`src/rtl/e1fas_pkg.sv`:
```
package e1fas_pkg;
    localparam int        OCT_W       = 8;
    localparam logic [6:0] ALIGN_PAT  = 7'b0011011;
    localparam int        SW_KEEP_POS = 6;   // frame bit 2
    localparam int        SW_RA_POS   = 5;   // frame bit 3
    localparam int        IRQ_N       = 4;
    localparam int        IRQ_LFA     = 0;
    localparam int        IRQ_FAR     = 1;
    localparam int        IRQ_RA      = 2;
    localparam int        IRQ_RAR     = 3;

    typedef enum logic [1:0] {
        ST_HUNT   = 2'd0,
        ST_GOT_A  = 2'd1,
        ST_GOT_SW = 2'd2,
        ST_SYNC   = 2'd3
    } align_st_e;
endpackage

```
`src/rtl/e1fas_word_check.sv`:
```
module e1fas_word_check
    import e1fas_pkg::*;
(
    input  logic             oct_vld,
    input  logic [OCT_W-1:0] oct_data,
    input  logic             oct_fas_slot,
    output logic             vld_align,
    output logic             vld_sw,
    output logic             align_ok,
    output logic             sw_keep,
    output logic             sw_ra
);
    always_comb begin
        vld_align = oct_vld & oct_fas_slot;
        vld_sw    = oct_vld & ~oct_fas_slot;
        // frame bit 1 (oct_data[7]) carries no alignment meaning
        align_ok  = (oct_data[6:0] == ALIGN_PAT);
        sw_keep   = oct_data[SW_KEEP_POS];
        sw_ra     = oct_data[SW_RA_POS];
    end
endmodule

```
`src/rtl/e1fas_align_fsm.sv`:
```
module e1fas_align_fsm
    import e1fas_pkg::*;
#(
    parameter int LOSS_LO = 3,
    parameter int LOSS_HI = 4
) (
    input  logic clk,
    input  logic rst_n,
    input  logic vld_align,
    input  logic vld_sw,
    input  logic align_ok,
    input  logic sw_keep,
    input  logic sw_ra,
    input  logic cfg_loss4,
    input  logic cfg_sw_chk_en,
    output logic lfa_d,
    output logic lfa_q,
    output logic rra_d
);
    localparam int CNT_W = $clog2(LOSS_HI + 1);

    typedef struct packed {
        align_st_e        st;
        logic [CNT_W-1:0] bad_a;
        logic [CNT_W-1:0] bad_sw;
        logic             rra;
    } fsm_t;

    fsm_t             cur_q, nxt_d;
    logic [CNT_W-1:0] thr;

    always_comb begin
        nxt_d = cur_q;
        thr   = cfg_loss4 ? CNT_W'(LOSS_HI) : CNT_W'(LOSS_LO);
        unique case (cur_q.st)
            ST_HUNT: begin
                if (vld_align && align_ok) nxt_d.st = ST_GOT_A;
            end
            ST_GOT_A: begin
                if (vld_sw)         nxt_d.st = sw_keep ? ST_GOT_SW : ST_HUNT;
                else if (vld_align) nxt_d.st = ST_HUNT;
            end
            ST_GOT_SW: begin
                if (vld_align) begin
                    if (align_ok) begin
                        nxt_d.st     = ST_SYNC;
                        nxt_d.bad_a  = '0;
                        nxt_d.bad_sw = '0;
                    end else begin
                        nxt_d.st = ST_HUNT;
                    end
                end else if (vld_sw) begin
                    nxt_d.st = ST_HUNT;
                end
            end
            default: begin
                if (vld_align) begin
                    if (align_ok) begin
                        nxt_d.bad_a = '0;
                    end else begin
                        nxt_d.bad_a = cur_q.bad_a + CNT_W'(1);
                        if (nxt_d.bad_a >= thr) nxt_d.st = ST_HUNT;
                    end
                end
                if (vld_sw) begin
                    nxt_d.rra = sw_ra;
                    if (sw_keep) begin
                        nxt_d.bad_sw = '0;
                    end else begin
                        if (cur_q.bad_sw < thr) nxt_d.bad_sw = cur_q.bad_sw + CNT_W'(1);
                        if (cfg_sw_chk_en && nxt_d.bad_sw >= thr) nxt_d.st = ST_HUNT;
                    end
                end
            end
        endcase
    end

    always_ff @(posedge clk or negedge rst_n) begin
        if (!rst_n) begin
            cur_q <= '{st: ST_HUNT, bad_a: '0, bad_sw: '0, rra: 1'b0};
        end else begin
            cur_q <= nxt_d;
        end
    end

    assign lfa_d = (nxt_d.st != ST_SYNC);
    assign lfa_q = (cur_q.st != ST_SYNC);
    assign rra_d = nxt_d.rra;
endmodule

```
`src/rtl/e1fas_mf_align.sv`:
```
module e1fas_mf_align #(
    parameter int MF_FRAMES = 16,
    parameter int MF_GOOD   = 2
) (
    input  logic clk,
    input  logic rst_n,
    input  logic cfg_en,
    input  logic lfa_q,
    input  logic vld_align,
    input  logic vld_sw,
    input  logic align_ok,
    output logic lmfa
);
    localparam int IDX_W  = $clog2(MF_FRAMES);
    localparam int GOOD_W = $clog2(MF_GOOD + 1);

    typedef struct packed {
        logic              lost;
        logic [IDX_W-1:0]  idx;
        logic [GOOD_W-1:0] good;
        logic              err;
    } mf_t;

    mf_t  cur_q, nxt_d;
    logic err_now;

    always_comb begin
        nxt_d   = cur_q;
        err_now = cur_q.err | (vld_align & ~align_ok);
        if (!cfg_en || lfa_q) begin
            nxt_d = '{lost: 1'b1, idx: '0, good: '0, err: 1'b0};
        end else if (cur_q.lost && (vld_align || vld_sw)) begin
            if (cur_q.idx == IDX_W'(MF_FRAMES - 1)) begin
                nxt_d.idx = '0;
                nxt_d.err = 1'b0;
                if (err_now) begin
                    nxt_d.good = '0;
                end else if ((cur_q.good + GOOD_W'(1)) == GOOD_W'(MF_GOOD)) begin
                    nxt_d.lost = 1'b0;
                    nxt_d.good = '0;
                end else begin
                    nxt_d.good = cur_q.good + GOOD_W'(1);
                end
            end else begin
                nxt_d.idx = cur_q.idx + IDX_W'(1);
                nxt_d.err = err_now;
            end
        end
    end

    always_ff @(posedge clk or negedge rst_n) begin
        if (!rst_n) begin
            cur_q <= '{lost: 1'b1, idx: '0, good: '0, err: 1'b0};
        end else begin
            cur_q <= nxt_d;
        end
    end

    assign lmfa = cfg_en & cur_q.lost;
endmodule

```
`src/rtl/e1fas_status_irq.sv`:
```
module e1fas_status_irq
    import e1fas_pkg::*;
(
    input  logic             clk,
    input  logic             rst_n,
    input  logic             lfa_real_d,
    input  logic             rra_real_d,
    input  logic             cfg_sim,
    input  logic             irq_clr,
    output logic             st_lfa,
    output logic             st_rra,
    output logic [IRQ_N-1:0] irq
);
    typedef struct packed {
        logic             lfa;
        logic             rra;
        logic [IRQ_N-1:0] irq;
    } stat_t;

    stat_t            cur_q, nxt_d;
    logic [IRQ_N-1:0] ev;

    always_comb begin
        nxt_d.lfa    = lfa_real_d | cfg_sim;
        nxt_d.rra    = rra_real_d | cfg_sim;
        ev[IRQ_LFA]  =  nxt_d.lfa & ~cur_q.lfa;
        ev[IRQ_FAR]  = ~nxt_d.lfa &  cur_q.lfa;
        ev[IRQ_RA]   =  nxt_d.rra & ~cur_q.rra;
        ev[IRQ_RAR]  = ~nxt_d.rra &  cur_q.rra;
        for (int i = 0; i < IRQ_N; i++) begin
            nxt_d.irq[i] = ev[i] | (cur_q.irq[i] & ~irq_clr);
        end
    end

    always_ff @(posedge clk or negedge rst_n) begin
        if (!rst_n) begin
            cur_q <= '{lfa: 1'b1, rra: 1'b0, irq: '0};
        end else begin
            cur_q <= nxt_d;
        end
    end

    assign st_lfa = cur_q.lfa;
    assign st_rra = cur_q.rra;
    assign irq    = cur_q.irq;
endmodule

```
`src/rtl/e1fas_supervisor.sv`:
```
module e1fas_supervisor
    import e1fas_pkg::*;
#(
    parameter int LOSS_LO   = 3,
    parameter int LOSS_HI   = 4,
    parameter int MF_FRAMES = 16,
    parameter int MF_GOOD   = 2
) (
    input  logic             clk,
    input  logic             rst_n,
    input  logic             oct_vld,
    input  logic [OCT_W-1:0] oct_data,
    input  logic             oct_fas_slot,
    input  logic             cfg_loss4,
    input  logic             cfg_sw_chk_en,
    input  logic             cfg_crc_mf_en,
    input  logic             cfg_sim,
    input  logic             irq_clr,
    output logic             st_lfa,
    output logic             st_rra,
    output logic             st_lmfa,
    output logic             irq_lfa,
    output logic             irq_far,
    output logic             irq_ra,
    output logic             irq_rar
);
    logic             vld_align, vld_sw, align_ok, sw_keep, sw_ra;
    logic             lfa_d, lfa_real, rra_d;
    logic [IRQ_N-1:0] irq;

    e1fas_word_check i_word (
        .oct_vld      (oct_vld),
        .oct_data     (oct_data),
        .oct_fas_slot (oct_fas_slot),
        .vld_align    (vld_align),
        .vld_sw       (vld_sw),
        .align_ok     (align_ok),
        .sw_keep      (sw_keep),
        .sw_ra        (sw_ra)
    );

    e1fas_align_fsm #(.LOSS_LO(LOSS_LO), .LOSS_HI(LOSS_HI)) i_fsm (
        .clk           (clk),
        .rst_n         (rst_n),
        .vld_align     (vld_align),
        .vld_sw        (vld_sw),
        .align_ok      (align_ok),
        .sw_keep       (sw_keep),
        .sw_ra         (sw_ra),
        .cfg_loss4     (cfg_loss4),
        .cfg_sw_chk_en (cfg_sw_chk_en),
        .lfa_d         (lfa_d),
        .lfa_q         (lfa_real),
        .rra_d         (rra_d)
    );

    e1fas_mf_align #(.MF_FRAMES(MF_FRAMES), .MF_GOOD(MF_GOOD)) i_mf (
        .clk       (clk),
        .rst_n     (rst_n),
        .cfg_en    (cfg_crc_mf_en),
        .lfa_q     (lfa_real),
        .vld_align (vld_align),
        .vld_sw    (vld_sw),
        .align_ok  (align_ok),
        .lmfa      (st_lmfa)
    );

    e1fas_status_irq i_stat (
        .clk        (clk),
        .rst_n      (rst_n),
        .lfa_real_d (lfa_d),
        .rra_real_d (rra_d),
        .cfg_sim    (cfg_sim),
        .irq_clr    (irq_clr),
        .st_lfa     (st_lfa),
        .st_rra     (st_rra),
        .irq        (irq)
    );

    assign irq_lfa = irq[IRQ_LFA];
    assign irq_far = irq[IRQ_FAR];
    assign irq_ra  = irq[IRQ_RA];
    assign irq_rar = irq[IRQ_RAR];
endmodule

```
`config.mk`:
```
export PLATFORM = sky130hd
export DESIGN_NAME = e1fas_supervisor
export DESIGN_NICKNAME = d
export VERILOG_FILES = /design/src/rtl/e1fas_pkg.sv /design/src/rtl/e1fas_word_check.sv /design/src/rtl/e1fas_align_fsm.sv /design/src/rtl/e1fas_mf_align.sv /design/src/rtl/e1fas_status_irq.sv /design/src/rtl/e1fas_supervisor.sv
export SDC_FILE = /design/constraint.sdc
export NUM_CORES = 1
export LEC_CHECK = 0
export BUFFER_PORTS_ARGS = -buffer_cell sky130_fd_sc_hd__clkbuf_2
export CORE_MARGIN = 4
export CORE_UTILIZATION = 35
export CTS_BUF_LIST = sky130_fd_sc_hd__clkbuf_4 sky130_fd_sc_hd__clkbuf_8
export DETAILED_ROUTE_END_ITERATION = 12
export PLACE_DENSITY = 0.52
export SLEW_MARGIN = 20
export SYNTH_ARGS = -nofsm -noshare
export SYNTH_HDL_FRONTEND = slang
export SYNTH_HIERARCHICAL = 1
export SYNTH_SLANG_ARGS = --single-unit
export TNS_END_PERCENT = 1
```
`constraint.sdc`:
```
create_clock -name clk -period 3 [get_ports clk]
set_input_delay 0.45 -clock clk [delete_from_list [all_inputs] [get_ports clk]]
set_output_delay 0.45 -clock clk [all_outputs]
set_load 0.01 [all_outputs]
```
# == After elaboration in Yosys (flattened, before gate mapping) ==
# Index checks and enable logic that the tools add are counted.
# totals
input_bits,17
elab_cells,108
ff_bits,23
# op_classes
reduce_logical,17
order_cmp,3
n_mux,36
n_bitwise,27
add_sub_neg,4
n_eq_ne,10
# ops
op,count
$mux W2,15
$mux W3,7
$mux W8,2
$and A1 B1 Y1,12
$mux W6,2
$pmux W6 S2,1
$mux W4,2
$not A1 Y1,8
$reduce_and A4 Y1,2
$reduce_bool A2 Y1,4
$eq A7 B5 Y1 const B,1
$or A1 B1 Y1,7
$add A3 B1 Y3 const B,2
$ge A3 B3 Y1,2
$ne A2 B2 Y1 const B,3
$pmux W2 S3,1
$mux W1,5
$mux W5,1
$add A4 B1 Y4 const B,1
$eq A2 B2 Y1 const B,2
$eq A4 B4 Y1 const B,1
$ne A2 B1 Y1 const B,2
$logic_and A1 B1 Y1,3
$lt A3 B3 Y1,1
9 further kinds,10

# == Depth between registers and ports, before layout ==
# Gate-level depths: netlist of run 1.
# depth
ltp_word,17
mapped_depth,13
depth_no_buf,13

# == Hierarchy ==
# Netlist of run 1, hierarchy kept.
# by_module_without_submodules
module,n_inst,seq_area_each_um2,area_per_inst_um2,cells_each
e1fas_align_fsm,1,225.2,725.7,75
e1fas_mf_align,1,201.4,432.9,45
e1fas_status_irq,1,151.4,210.2,15
e1fas_word_check,1,0.0,52.6,7

# == Worst setup path before layout of run 1 ==
# No wires, ideal clock.
# synth_timing
path_kind,in2reg
start,input cfg_loss4
end,"register i_stat.cur_q, in the netlist i_stat/irq[1]"
setup_time_ns,0.121
t_required_ns,2.879
path_stages,12
arrival_ns,2.270
n_path_buf,0
setup_slack_ns,0.609
path_cell_list,inv_1 -> ha_1 -> a21oi_1 -> o21a_1 -> xnor2_1 -> ha_1 -> nand2b_1 -> a31oi_1 -> o22a_2 -> nor2_1 -> nor2_2 -> a22o_1
# synth_lines
element,line,rtl
"start, declared",e1fas_supervisor.sv:14,"input logic cfg_loss4,"
"end signal, assigned",e1fas_status_irq.sv:37,"cur_q <= '{lfa: 1'b1, rra: 1'b0, irq: '0};"
"end signal, assigned",e1fas_status_irq.sv:39,cur_q <= nxt_d;
"end, declared",e1fas_status_irq.sv:20,"stat_t cur_q, nxt_d;"

==> results.tsv, run 1 <==
stage	metric	value	unit
logic_synthesis	yosysTopAreaCellShare	37.0	%
grt	grt_max_degree	24	
drt	num_vias	1141	
logic_synthesis	ys_seq_elements	23	
clocking	root_buffer	clkbuf_8	
floorplanning	core-area	3800	µm²
grt	gr-usage-all-layers	13.1	%
pwr	leakage	0.000711	µW
clocking	cts_tree	done	
sta	fin_crit	2520	ps
clocking	ctsResizeCount	0	
logic_synthesis	ys_seq_area_share	40.7	%
critical_path	cp_max_fo	6	
logic_synthesis	syn_inst	142	
job	maxCapViolCount	0	
drt	wl_per_cell	13.9	µm
sta	rsz0062_at_grt	false	
floorplanning	start_util	37.4	%
placement	port_buffers	22	
sta	setup-violations-final	0	
floorplanning	die_w	71.7	µm
floorplanning	die_h	71.7	µm
sta	finalSetupTns	0	ps
drt	ant_nets	0	
pwr	p_int	601	µW
floorplanning	rows	22	
critical_path	worst-setup-path-type	input port to flop	
logic_synthesis	synthTopCellsByArea	dfrtp_1 37%, ha_1 9.7%, dfstp_2 3.7%	
critical_path	slowest_delay	330	ps
clocking	cts_inserted_buffers	3	
placement	gp_congestion	0.799	
logic_synthesis	yosysTopAreaCell	dfrtp_1	
critical_path	r2r_slack	510	ps
cells_and_area	fillers	398	
cells_and_area	drive_gt1_share	25.5	%
logic_synthesis	syn_area_per_cell	10.0	µm²
floorplanning	ioPinCount	24	
drt	drc	0	
placement	placed_area	1570	µm²
placement	hpwl	2.36	mm
floorplanning	dieArea	5140	µm²
sta	worst_slew_pin_slew	882	ps
sta	clock.fmax	0.396	GHz
drt	drt-pass1-iter-count	4	
sta	final_max_slew_viol_count	0	
logic_synthesis	synthesis.area	1420	µm²
pwr	seqPwrFrac	44.4	%
min_path	hp-class	input port to async pin	
sta	fin_crit_sh	84.1	%
placement	dp_slack	155	ps
clocking	postCtsSetupRepairBufs	0	
pwr	comb_power_share	33.2	%
cells_and_area	design_area	1620	µm²
cells_and_area	nNetsFinal	194	
drt	viasPerCell	5.36	
sta	hold_violations	0	
grt	grt_overflow_total	0	
pwr	power.net_switching	278	µW
pwr	swShare	31.6	%
outcome	status	finished clean	
clocking	clk_pin_slew	80	ps
grt	grt_pass1_wl	5.51	mm
critical_path	path_common_cell	ha_1	
critical_path	cp.required	3200	ps
sta	max-slew-margin-rel	41.1	%
critical_path	cp_cell_sequence	clkbuf_2 > inv_1 > ha_1 > a21oi_1 > o21a_1 > xnor2_1 > ha_1 > nand2b_1 > a31oi_1 > o22a_2 > nor2_1 > nor2_2 > a22o_1	
logic_synthesis	synth_warnings	6	
critical_path	cp.arrival	2730	ps
logic_synthesis	synth_edf_count	0	
grt	antenna_found_initial	0	
critical_path	end_kind	flop	
clocking	cts.hold.buffers_added	0	
pwr	clock_power_share	22.4	%
logic_synthesis	ys.flop_type	dfrtp_1	
clocking	clock-sinks	23	
pwr	power_density	542	nW/µm²
critical_path	start_kind	input port	
drt	drtIter0Drc	18	
clocking	cts_max_level	1	
cells_and_area	final_cell_mix	22 x clkbuf_2, 21 x dfrtp_1, 12 x nand2_1	
sta	finClkSkew	1.31	ps
cells_and_area	layout_commonest_cell	clkbuf_2	
grt	grt_pass1_vias	1238	
logic_synthesis	syn_nets	170	
cells_and_area	antenna_cells	0	
cells_and_area	fin_util	42.7	%
logic_synthesis	synth_cell_types	48	
cells_and_area	syn2layout_area_growth	14.0	%
clocking	clkLatencyLatePin	260	ps
clocking	cts_buffer_depth	2	
critical_path	slowest_stage	ha_1	
drt	wl	2.96	mm
logic_synthesis	async_reset_ff_share	100	%
sta	layout_setup_ws	478	ps
pwr	peakVddDrop	318	µV
-- state kept, by name, indices dropped and copies added (netlist names) --
name and flops:
i_fsm/cur_q 9, i_mf/cur_q 8, i_stat/irq 4, i_stat/st_lfa 1, i_stat/st_rra 1
-- cells by family (layout without fill, tap and decap cells) --
group	after synthesis	in the layout	share of synthesized area (%)
AND/OR/NAND/NOR	51	51	20.9
AO/OA/AOI/OAI	38	38	19.8
flip-flops	23	23	40.7
adder cells (fa/ha/maj)	11	11	9.68
buffers and inverters	11	34	3.52
XOR/XNOR	4	4	2.47
multiplexers	4	4	2.99
-- path summary, 6_finish.rpt --
path | startpoint | end | depth (start not counted)
max in group asynchronous | rst_n | i_fsm/cur_q[5]$_DFFE_PN0P_ | 1
min | rst_n | i_fsm/cur_q[2]$_DFFE_PN0P_ | 1
max | cfg_loss4 | i_stat/irq[1]$_DFF_PN0_ | 13
min reg2reg | i_stat/st_rra$_DFF_PN0_ | i_stat/irq[2]$_DFF_PN0_ | 1
max reg2reg | i_fsm/cur_q[3]$_DFFE_PN0P_ | i_stat/irq[1]$_DFF_PN0_ | 11
min in group clk | cfg_sim | i_stat/st_rra$_DFF_PN0_ | 3
-- cell usage after synthesis, types with 2 or more instances --
cell	instances
dfrtp_1	21
nand2_1	12
ha_1	11
a21oi_1	9
inv_1	8
nor2_1	6
o21ai_0	5
nand2b_1	4
nand3_1	4
nor3_1	4
o211ai_1	4
a22o_1	3
nor2b_1	3
a31oi_1	2
and2_1	2
buf_4	2
dfstp_2	2
mux2_2	2
mux2i_1	2
nand3b_1	2
nor2_2	2
nor4_1	2
o21a_1	2
o2bb2ai_1	2
xnor2_1	2
xor2_1	2
-- metal layers --
layer / wire (µm) / GRT usage [%]
met1: 1460 / 17.9
met2: 1340 / 20.4
met3: 115 / 2.38
met4: 46 / 5.43
met5: 0 / 0
-- critical path: cells and delay by family --
kind | cells | cell delay [ps]
buffers and inverters | 2 | 250
adder cells (fa/ha/maj) | 2 | 580
AO/OA/AOI/OAI | 5 | 980
AND/OR/NAND/NOR | 3 | 300
XOR/XNOR | 1 | 160
-- area by class of cell --
cell class | count | area, µm² | share of cell area (%)
multi-input combinational | 108 | 793 | 49.0
sequential | 23 | 578 | 35.7
timing repair buffer | 22 | 110 | 6.80
tap | 48 | 60.1 | 3.71
clock buffer | 4 | 48.8 | 3.01
inverter | 8 | 30.0 | 1.85
-- power groups by stage --
stage | sequential (µW) | clock (µW) | combinational [µW]
global placement | 395 | 0 | 285
global route | 398 | 223 | 355
detailed placement | 399 | 0 | 295
finish | 390 | 197 | 292
floorplan | 396 | 0 | 213
CTS | 392 | 212 | 298
-- per-stage QoR --
step | hold slack, ps | power, µW | std cells
2_1_floorplan | 154 | 609 | 142
3_3_place_gp | 455 | 680 | 209
3_5_place_dp | 460 | 694 | 209
4_1_cts | 195 | 902 | 213
5_1_grt | 225 | 977 | 213
6_report | 181 | 879 | 213
(Power assumes the default switching activity.)
==> run 2, diff against run 1 <==
--- a/config.mk
+++ b/config.mk
@@ -10,7 +10,7 @@
 export CORE_UTILIZATION = 35
 export CTS_BUF_LIST = sky130_fd_sc_hd__clkbuf_4 sky130_fd_sc_hd__clkbuf_8
 export DETAILED_ROUTE_END_ITERATION = 12
-export PLACE_DENSITY = 0.52
+export PLACE_DENSITY = 0.54
 export SLEW_MARGIN = 20
 export SYNTH_ARGS = -nofsm -noshare
 export SYNTH_HDL_FRONTEND = slang
==> constraint.sdc (replaced) <==
create_clock -name clk -period 2.25 [get_ports clk]
set_input_delay 0.3375 -clock clk [delete_from_list [all_inputs] [get_ports clk]]
set_output_delay 0.3375 -clock clk [all_outputs]
set_load 0.01 [all_outputs]
==> run 2 against run 1 <==
  * The run now ends with setup timing left
  * Routed wire length grew 3.2%
  * Sequential power grew 33%
  * Core utilization grew 4.2 points
  * Worst setup slack lost 560 ps
  * Largest power group unchanged
==> results.tsv, run 2 (synthesis gave the netlist of run 1 again) <==
stage	metric	value	unit	change
cells_and_area	fillers	378		was 398
drt	drtIter0Drc	36		was 18
clocking	clock-sinks	23		unchanged
floorplanning	die_h	71.7	µm	unchanged
sta	finClkSkew	0.895	ps	was 1.31 ps
floorplanning	core-area	3800	µm²	unchanged
drt	m1WireLength	1.52	mm	was 1.46 mm
critical_path	end_kind	flop		unchanged
floorplanning	ioPinCount	24		unchanged
sta	fin_crit	2330	ps	
placement	dp_slack	-259	ps	was 155 ps
cells_and_area	largest_reg_flops	9		unchanged
critical_path	start_kind	flop		was input port
clocking	cts_tree	done		unchanged
cells_and_area	final_cell_mix	22 x clkbuf_2, 21 x dfrtp_1, 15 x buf_4		was 22 x clkbuf_2, 21 x dfrtp_1, 12 x nand2_1
cells_and_area	antenna_cells	0		unchanged
grt	grt_pass1_wl	5.45	mm	was 5.51 mm
grt	grt_pass1_vias	1223		was 1238
drt	route.met2.wl	1.37	mm	was 1.34 mm
critical_path	r2r_end	i_stat/irq[1]$_DFF_PN0_		unchanged
drt	drc	0		unchanged
placement	gp_congestion	0.835		was 0.799
critical_path	reg2regPathDepth	11		unchanged
clocking	clk_pin_slew	80	ps	about the same
sta	hold_violations	0		unchanged
critical_path	cp.required	2450	ps	was 3200 ps
sta	worst_slew_pin_slew	602	ps	was 882 ps
grt	gr-usage-all-layers	13.1	%	about the same
floorplanning	rows	22		unchanged
critical_path	crit_start	i_fsm/cur_q[2]$_DFFE_PN0P_		was cfg_loss4
pwr	power_density	727	nW/µm²	was 542 nW/µm²
placement	placed_area	1620	µm²	was 1570 µm²
drt	drt-pass1-iter-count	4		unchanged
cells_and_area	layout_commonest_cell	clkbuf_2		unchanged
sta	final_max_slew_viol_count	0		unchanged
critical_path	slowest_stage	dfrtp_1		was ha_1
sta	rsz0062_at_grt	true		was false
sta	holdWs	65.2	ps	was 181 ps
floorplanning	die_w	71.7	µm	unchanged
clocking	cts_inserted_buffers	3		unchanged
sta	setup-violations-final	3		was 0
cells_and_area	nNetsFinal	209		was 194
cells_and_area	fin_cells	228		was 213
floorplanning	start_util	37.4	%	unchanged
min_path	hp-class	input port to async pin		unchanged
critical_path	slowest_delay	410	ps	was 330 ps
cells_and_area	syn2layout_area_growth	25.3	%	was 14.0%
grt	grt_max_degree	24		unchanged
clocking	cts_max_level	1		unchanged
job	maxCapViolCount	0		unchanged
placement	port_buffers	22		unchanged
sta	clock.fmax	0.430	GHz	
sta	fin_crit_sh	103	%	
floorplanning	dieArea	5140	µm²	unchanged
sta	max-slew-margin-rel	59.8	%	was 41.1%
pwr	leakage	0.000788	µW	was 0.000711 µW
critical_path	cp_cell_sequence	ha_1 > nand2_4 > o211ai_1 > xnor2_1 > ha_1 > a21o_1 > a31oi_1 > o22a_2 > nor2_4 > nor2_4 > a22o_1		was clkbuf_2 > inv_1 > ha_1 > a21oi_1 > o21a_1 > xnor2_1 > ha_1 > nand2b_1 > a31oi_1 > o22a_2 > nor2_1 > nor2_2 > a22o_1
drt	top_layer_used	met4		unchanged
drt	ant_nets	0		unchanged
critical_path	worst-setup-path-type	flop to flop		was input port to flop
outcome	status	finished, violations left		was finished clean
drt	wl_met3	125	µm	was 115 µm
drt	wl	3.06	mm	was 2.96 mm
placement	dp.cells	215		was 209
placement	hpwl	2.26	mm	was 2.36 mm
clocking	cts_buffer_depth	2		unchanged
clocking	root_buffer	clkbuf_8		unchanged
grt	antenna_found_initial	0		unchanged
sta	layout_setup_ws	-77.8	ps	was 478 ps
critical_path	timing.rr.start	i_fsm/cur_q[2]$_DFFE_PN0P_		was i_fsm/cur_q[3]$_DFFE_PN0P_
critical_path	cp_max_fo	3		was 6
cells_and_area	drive_gt1_share	34.4	%	was 25.5%
clocking	clkLatencyLatePin	260	ps	about the same
cells_and_area	largest-register	i_fsm/cur_q		unchanged
critical_path	cp.arrival	2530	ps	was 2730 ps
drt	wl_per_cell	13.4	µm	was 13.9 µm
drt	num_vias	1182		was 1141
grt	grt_overflow_total	0		unchanged
cells_and_area	design_area	1780	µm²	was 1620 µm²
critical_path	r2r_slack	-80	ps	was 510 ps
drt	viasPerCell	5.18		was 5.36
outcome	violations	setup timing		
pwr	peakVddDrop	413	µV	was 318 µV
-- run 2: report_power, final --
group	switching, µW	total (µW)	leakage, µW	internal (µW)
sequential	45.6	520	0.000296	474
combinational	236	512	0.000466	275
clock	125	264	0.0000262	138
-- run 2: metal layers --
layer / vias to the layer above / GRT usage (%)
met5: - / 0
met4: 0 / 3.76
met3: 5 / 2.24
met2: 21 / 22.7
met1: 557 / 16.7
li1: 599 / -
-- run 2: area by class of cell --
cell class	count	area (µm²)	share of cell area [%]
Clock buffer	4	48.8	2.74
Inverter	8	30.0	1.69
Multi-Input combinational cell	108	841	47.2
Sequential cell	23	578	32.5
Tap cell	48	60.1	3.37
Timing Repair Buffer	37	223	12.5
-- run 2: how the worst max path moves through the flow --
stage,endpoint,cells past startpoint
finish,i_stat/irq[1]$_DFF_PN0_,11
global route,i_stat/irq[1]$_DFF_PN0_,11
CTS,i_stat/irq[1]$_DFF_PN0_,11
detailed placement,i_stat/irq[1]$_DFF_PN0_,13
global placement,i_stat/irq[1]$_DFF_PN0_,13
floorplan,i_stat/irq[1]$_DFF_PN0_,12
-- run 2: repair_timing --
action                                 in CTS  in global routing
resized for setup                           7                  1
buffers inserted                            9                  0
endpoints found under the hold margin       0                  0
pin swaps                                  13                  4
hold buffers                                0                  0
setup endpoints to repair                   4                  6
-- run 2: per-stage QoR --
stage	setup TNS [ps]	power, µW	util (%)
global placement	-596	928	42.7
floorplan	0	816	-
global route	-706	1400	46.9
detailed placement	-875	951	42.7
finish	-184	1300	46.9
CTS	-117	1300	46.7
-- run 2: worst max-delay path, delay by kind of cell, from the launching register on --
| family | cells | cell delay [ps] |
|---|---|---|
| compound gates | 5 | 880 |
| xor+xnor | 1 | 130 |
| fa+ha+maj | 2 | 630 |
| flops | 1 | 410 |
| simple gates | 3 | 220 |
==> run 3, diff against run 2 <==
--- a/config.mk
+++ b/config.mk
@@ -6,6 +6,7 @@
 export NUM_CORES = 1
 export LEC_CHECK = 0
 export BUFFER_PORTS_ARGS = -buffer_cell sky130_fd_sc_hd__clkbuf_2
+export CAP_MARGIN = 20
 export CORE_MARGIN = 4
 export CORE_UTILIZATION = 35
 export CTS_BUF_LIST = sky130_fd_sc_hd__clkbuf_4 sky130_fd_sc_hd__clkbuf_8
==> constraint.sdc (replaced) <==
create_clock -name clk -period 2.25 [get_ports clk]
set_input_delay 0.45 -clock clk [delete_from_list [all_inputs] [get_ports clk]]
set_output_delay 0.45 -clock clk [all_outputs]
set_load 0.01 [all_outputs]
==> run 3 against run 2 <==
  * The flow still finishes with violations (setup timing)
  * Sequential power barely moved
  * Cell area is 4.2% lower
  * Core utilization shrank 2.0 points
  * Largest cell class unchanged
==> results.tsv, run 3 (synthesis gave the netlist of run 1 again) <==
stage	metric	value	unit	change
outcome	status	finished, violations left		unchanged
outcome	violations	setup timing		unchanged
pwr	peakVddDrop	384	µV	was 413 µV
cells_and_area	largest_reg_flops	9		unchanged
sta	rsz0062_at_grt	true		unchanged
critical_path	path_common_cell	nor2_2		
sta	fin_crit_sh	104	%	was 103%
clocking	cts_max_level	1		unchanged
cells_and_area	regArea	578	µm²	unchanged
sta	worst_slew_pin_slew	580	ps	was 602 ps
sta	layout_setup_ws	-89.7	ps	was -77.8 ps
pwr	seqPwrFrac	42.7	%	was 40.1%
drt	wl	2.89	mm	was 3.06 mm
sta	max-slew-margin-rel	61.3	%	was 59.8%
sta	fin_crit	2340	ps	was 2330 ps
cells_and_area	largest-register	i_fsm/cur_q		unchanged
cells_and_area	fin_cells	222		was 228
drt	drt-pass1-iter-count	4		unchanged
placement	placed_area	1650	µm²	was 1620 µm²
floorplanning	core-area	3800	µm²	unchanged
critical_path	timing.rr.start	i_fsm/cur_q[3]$_DFFE_PN0P_		was i_fsm/cur_q[2]$_DFFE_PN0P_
cells_and_area	multi_input_area	813	µm²	was 841 µm²
placement	dp_slack	-284	ps	was -259 ps
floorplanning	ioPinCount	24		unchanged
sta	final_max_slew_viol_count	0		unchanged
floorplanning	die_w	71.7	µm	unchanged
pwr	power.net_switching	390	µW	was 407 µW
sta	setup-violations-final	4		was 3
critical_path	slowest_stage	dfrtp_1		unchanged
critical_path	cp.arrival	2540	ps	was 2530 ps
cells_and_area	final_cell_mix	22 x clkbuf_2, 21 x dfrtp_1, 12 x nand2_1		was 22 x clkbuf_2, 21 x dfrtp_1, 15 x buf_4
drt	num_vias	1158		was 1182
cells_and_area	design_area	1710	µm²	was 1780 µm²
sta	clock.fmax	0.427	GHz	was 0.430 GHz
cells_and_area	syn2layout_area_growth	20.0	%	was 25.3%
critical_path	cp.required	2450	ps	about the same
floorplanning	start_util	37.4	%	unchanged
grt	gr-usage-all-layers	11.7	%	was 13.1%
cells_and_area	antenna_cells	0		unchanged
drt	viasPerCell	5.22		was 5.18
pwr	swShare	31.9	%	was 31.5%
critical_path	crit_start	i_fsm/cur_q[3]$_DFFE_PN0P_		was i_fsm/cur_q[2]$_DFFE_PN0P_
critical_path	slowest_delay	420	ps	was 410 ps
grt	grt_overflow_total	0		unchanged
floorplanning	dieArea	5140	µm²	unchanged
drt	drc	0		unchanged
grt	grt_pass1_wl	4.93	mm	was 5.45 mm
clocking	clock-sinks	23		unchanged
placement	dp.cells	217		was 215
drt	ant_nets	0		unchanged
floorplanning	die_h	71.7	µm	unchanged
critical_path	cp_cell_sequence	ha_4 > a21oi_2 > o211ai_1 > xnor2_1 > ha_1 > a21o_1 > a31oi_1 > o22a_2 > nor2_2 > nor2_2 > a22o_1		was ha_1 > nand2_4 > o211ai_1 > xnor2_1 > ha_1 > a21o_1 > a31oi_1 > o22a_2 > nor2_4 > nor2_4 > a22o_1
grt	grt_max_degree	24		unchanged
pwr	comb_power_share	36.7	%	was 39.5%
placement	port_buffers	22		unchanged
drt	drtIter0Drc	44		was 36
clocking	cts_buffer_depth	2		unchanged
min_path	hp-class	input port to async pin		unchanged
critical_path	worst-setup-path-type	flop to flop		unchanged
clocking	cts_tree	done		unchanged
cells_and_area	nNetsFinal	203		was 209
clocking	cts_inserted_buffers	3		unchanged
clocking	root_buffer	clkbuf_8		unchanged
floorplanning	rows	22		unchanged
clocking	clk_pin_slew	80	ps	about the same
sta	finClkSkew	2.05	ps	was 0.895 ps
critical_path	end_kind	flop		unchanged
grt	grt_pass1_vias	1110		was 1223
pwr	p_int	830	µW	was 888 µW
pwr	power_density	716	nW/µm²	was 727 nW/µm²
sta	hold_violations	0		unchanged
clocking	clkLatencyLatePin	260	ps	about the same
placement	hpwl	2.27	mm	was 2.26 mm
cells_and_area	fillers	361		was 378
critical_path	start_kind	flop		unchanged
cells_and_area	layout_commonest_cell	clkbuf_2		unchanged
critical_path	cp_max_fo	3		unchanged
cells_and_area	drive_gt1_share	32.2	%	was 34.4%
drt	wl_per_cell	13.0	µm	was 13.4 µm
placement	gp_congestion	0.726		was 0.835
pwr	clock_power_share	20.7	%	was 20.4%
pwr	leakage	0.000754	µW	was 0.000788 µW
job	maxCapViolCount	0		unchanged
grt	antenna_found_initial	0		unchanged
run 3: cell count changes in the layout (fill, tap and decap cells not counted), sizes merged:
cell,previous run,this run
buf,15,9
clkbuf,26,25
clkinv,0,1
run 3: what timing repair did:
item,4_1_cts,5_1_grt
setup buffers,1,0
setup endpoints to repair,4,4
hold buffers,0,0
gates resized for setup,0,1
run 3: critical path, delay by kind of cell, from the launching register on:
| kind | cells | cell delay [ps] |
|---|---|---|
| compound gates | 6 | 990 |
| fa+ha+maj | 2 | 540 |
| simple gates | 2 | 180 |
| flops | 1 | 420 |
| xor+xnor | 1 | 160 |
run 3: path summary, 6_finish.rpt:
path / end / slack [ps] / cells after the start
min in group clk: i_stat/st_rra$_DFF_PN0_ / 420 / 3
max: i_stat/irq[1]$_DFF_PN0_ / -90 / 11
min reg2reg: i_stat/irq[2]$_DFF_PN0_ / 480 / 1
max in group asynchronous: i_mf/cur_q[1]$_DFFE_PN0P_ / 1690 / 1
min: i_fsm/cur_q[3]$_DFFE_PN0P_ / 170 / 1
max reg2reg: i_stat/irq[1]$_DFF_PN0_ / -90 / 11
run 3: per-stage QoR:
step | setup TNS, ps | hold WS [ps] | util, % | total power (µW)
final | -182 | 171 | 44.9 | 1220
after global routing | -582 | 229 | 44.9 | 1330
after CTS | -236 | 201 | 44.9 | 1240
after detailed placement | -1030 | 471 | 43.4 | 969
after global placement | -843 | 460 | 43.4 | 946
after floorplan | 0 | 154 | - | 819
run 3: final cells by class:
class / count / area share [%]
Sequential cell: 23 / 33.9
Multi-Input combinational cell: 108 / 47.7
Inverter: 8 / 1.76
Clock buffer: 3 / 2.42
Clock inverter: 1 / 0.293
Tap cell: 48 / 3.52
Timing Repair Buffer: 31 / 10.4
run 3: power by group through the flow:
| stage | logic (µW) | clock network, µW | registers [µW] |
|---|---|---|---|
| after floorplan | 289 | 0 | 529 |
| after global placement | 420 | 0 | 525 |
| after detailed placement | 441 | 0 | 528 |
| after CTS | 450 | 266 | 522 |
| after global routing | 522 | 282 | 530 |
| final | 448 | 252 | 520 |
run 3: layer usage:
layer	share of wire, %	track usage, %	vias up
met3	4.4	1.96	2
li1	-	-	588
met4	0.35	2.92	0
met2	45	17.8	34
met1	50	17.1	534
met5	0	0	-
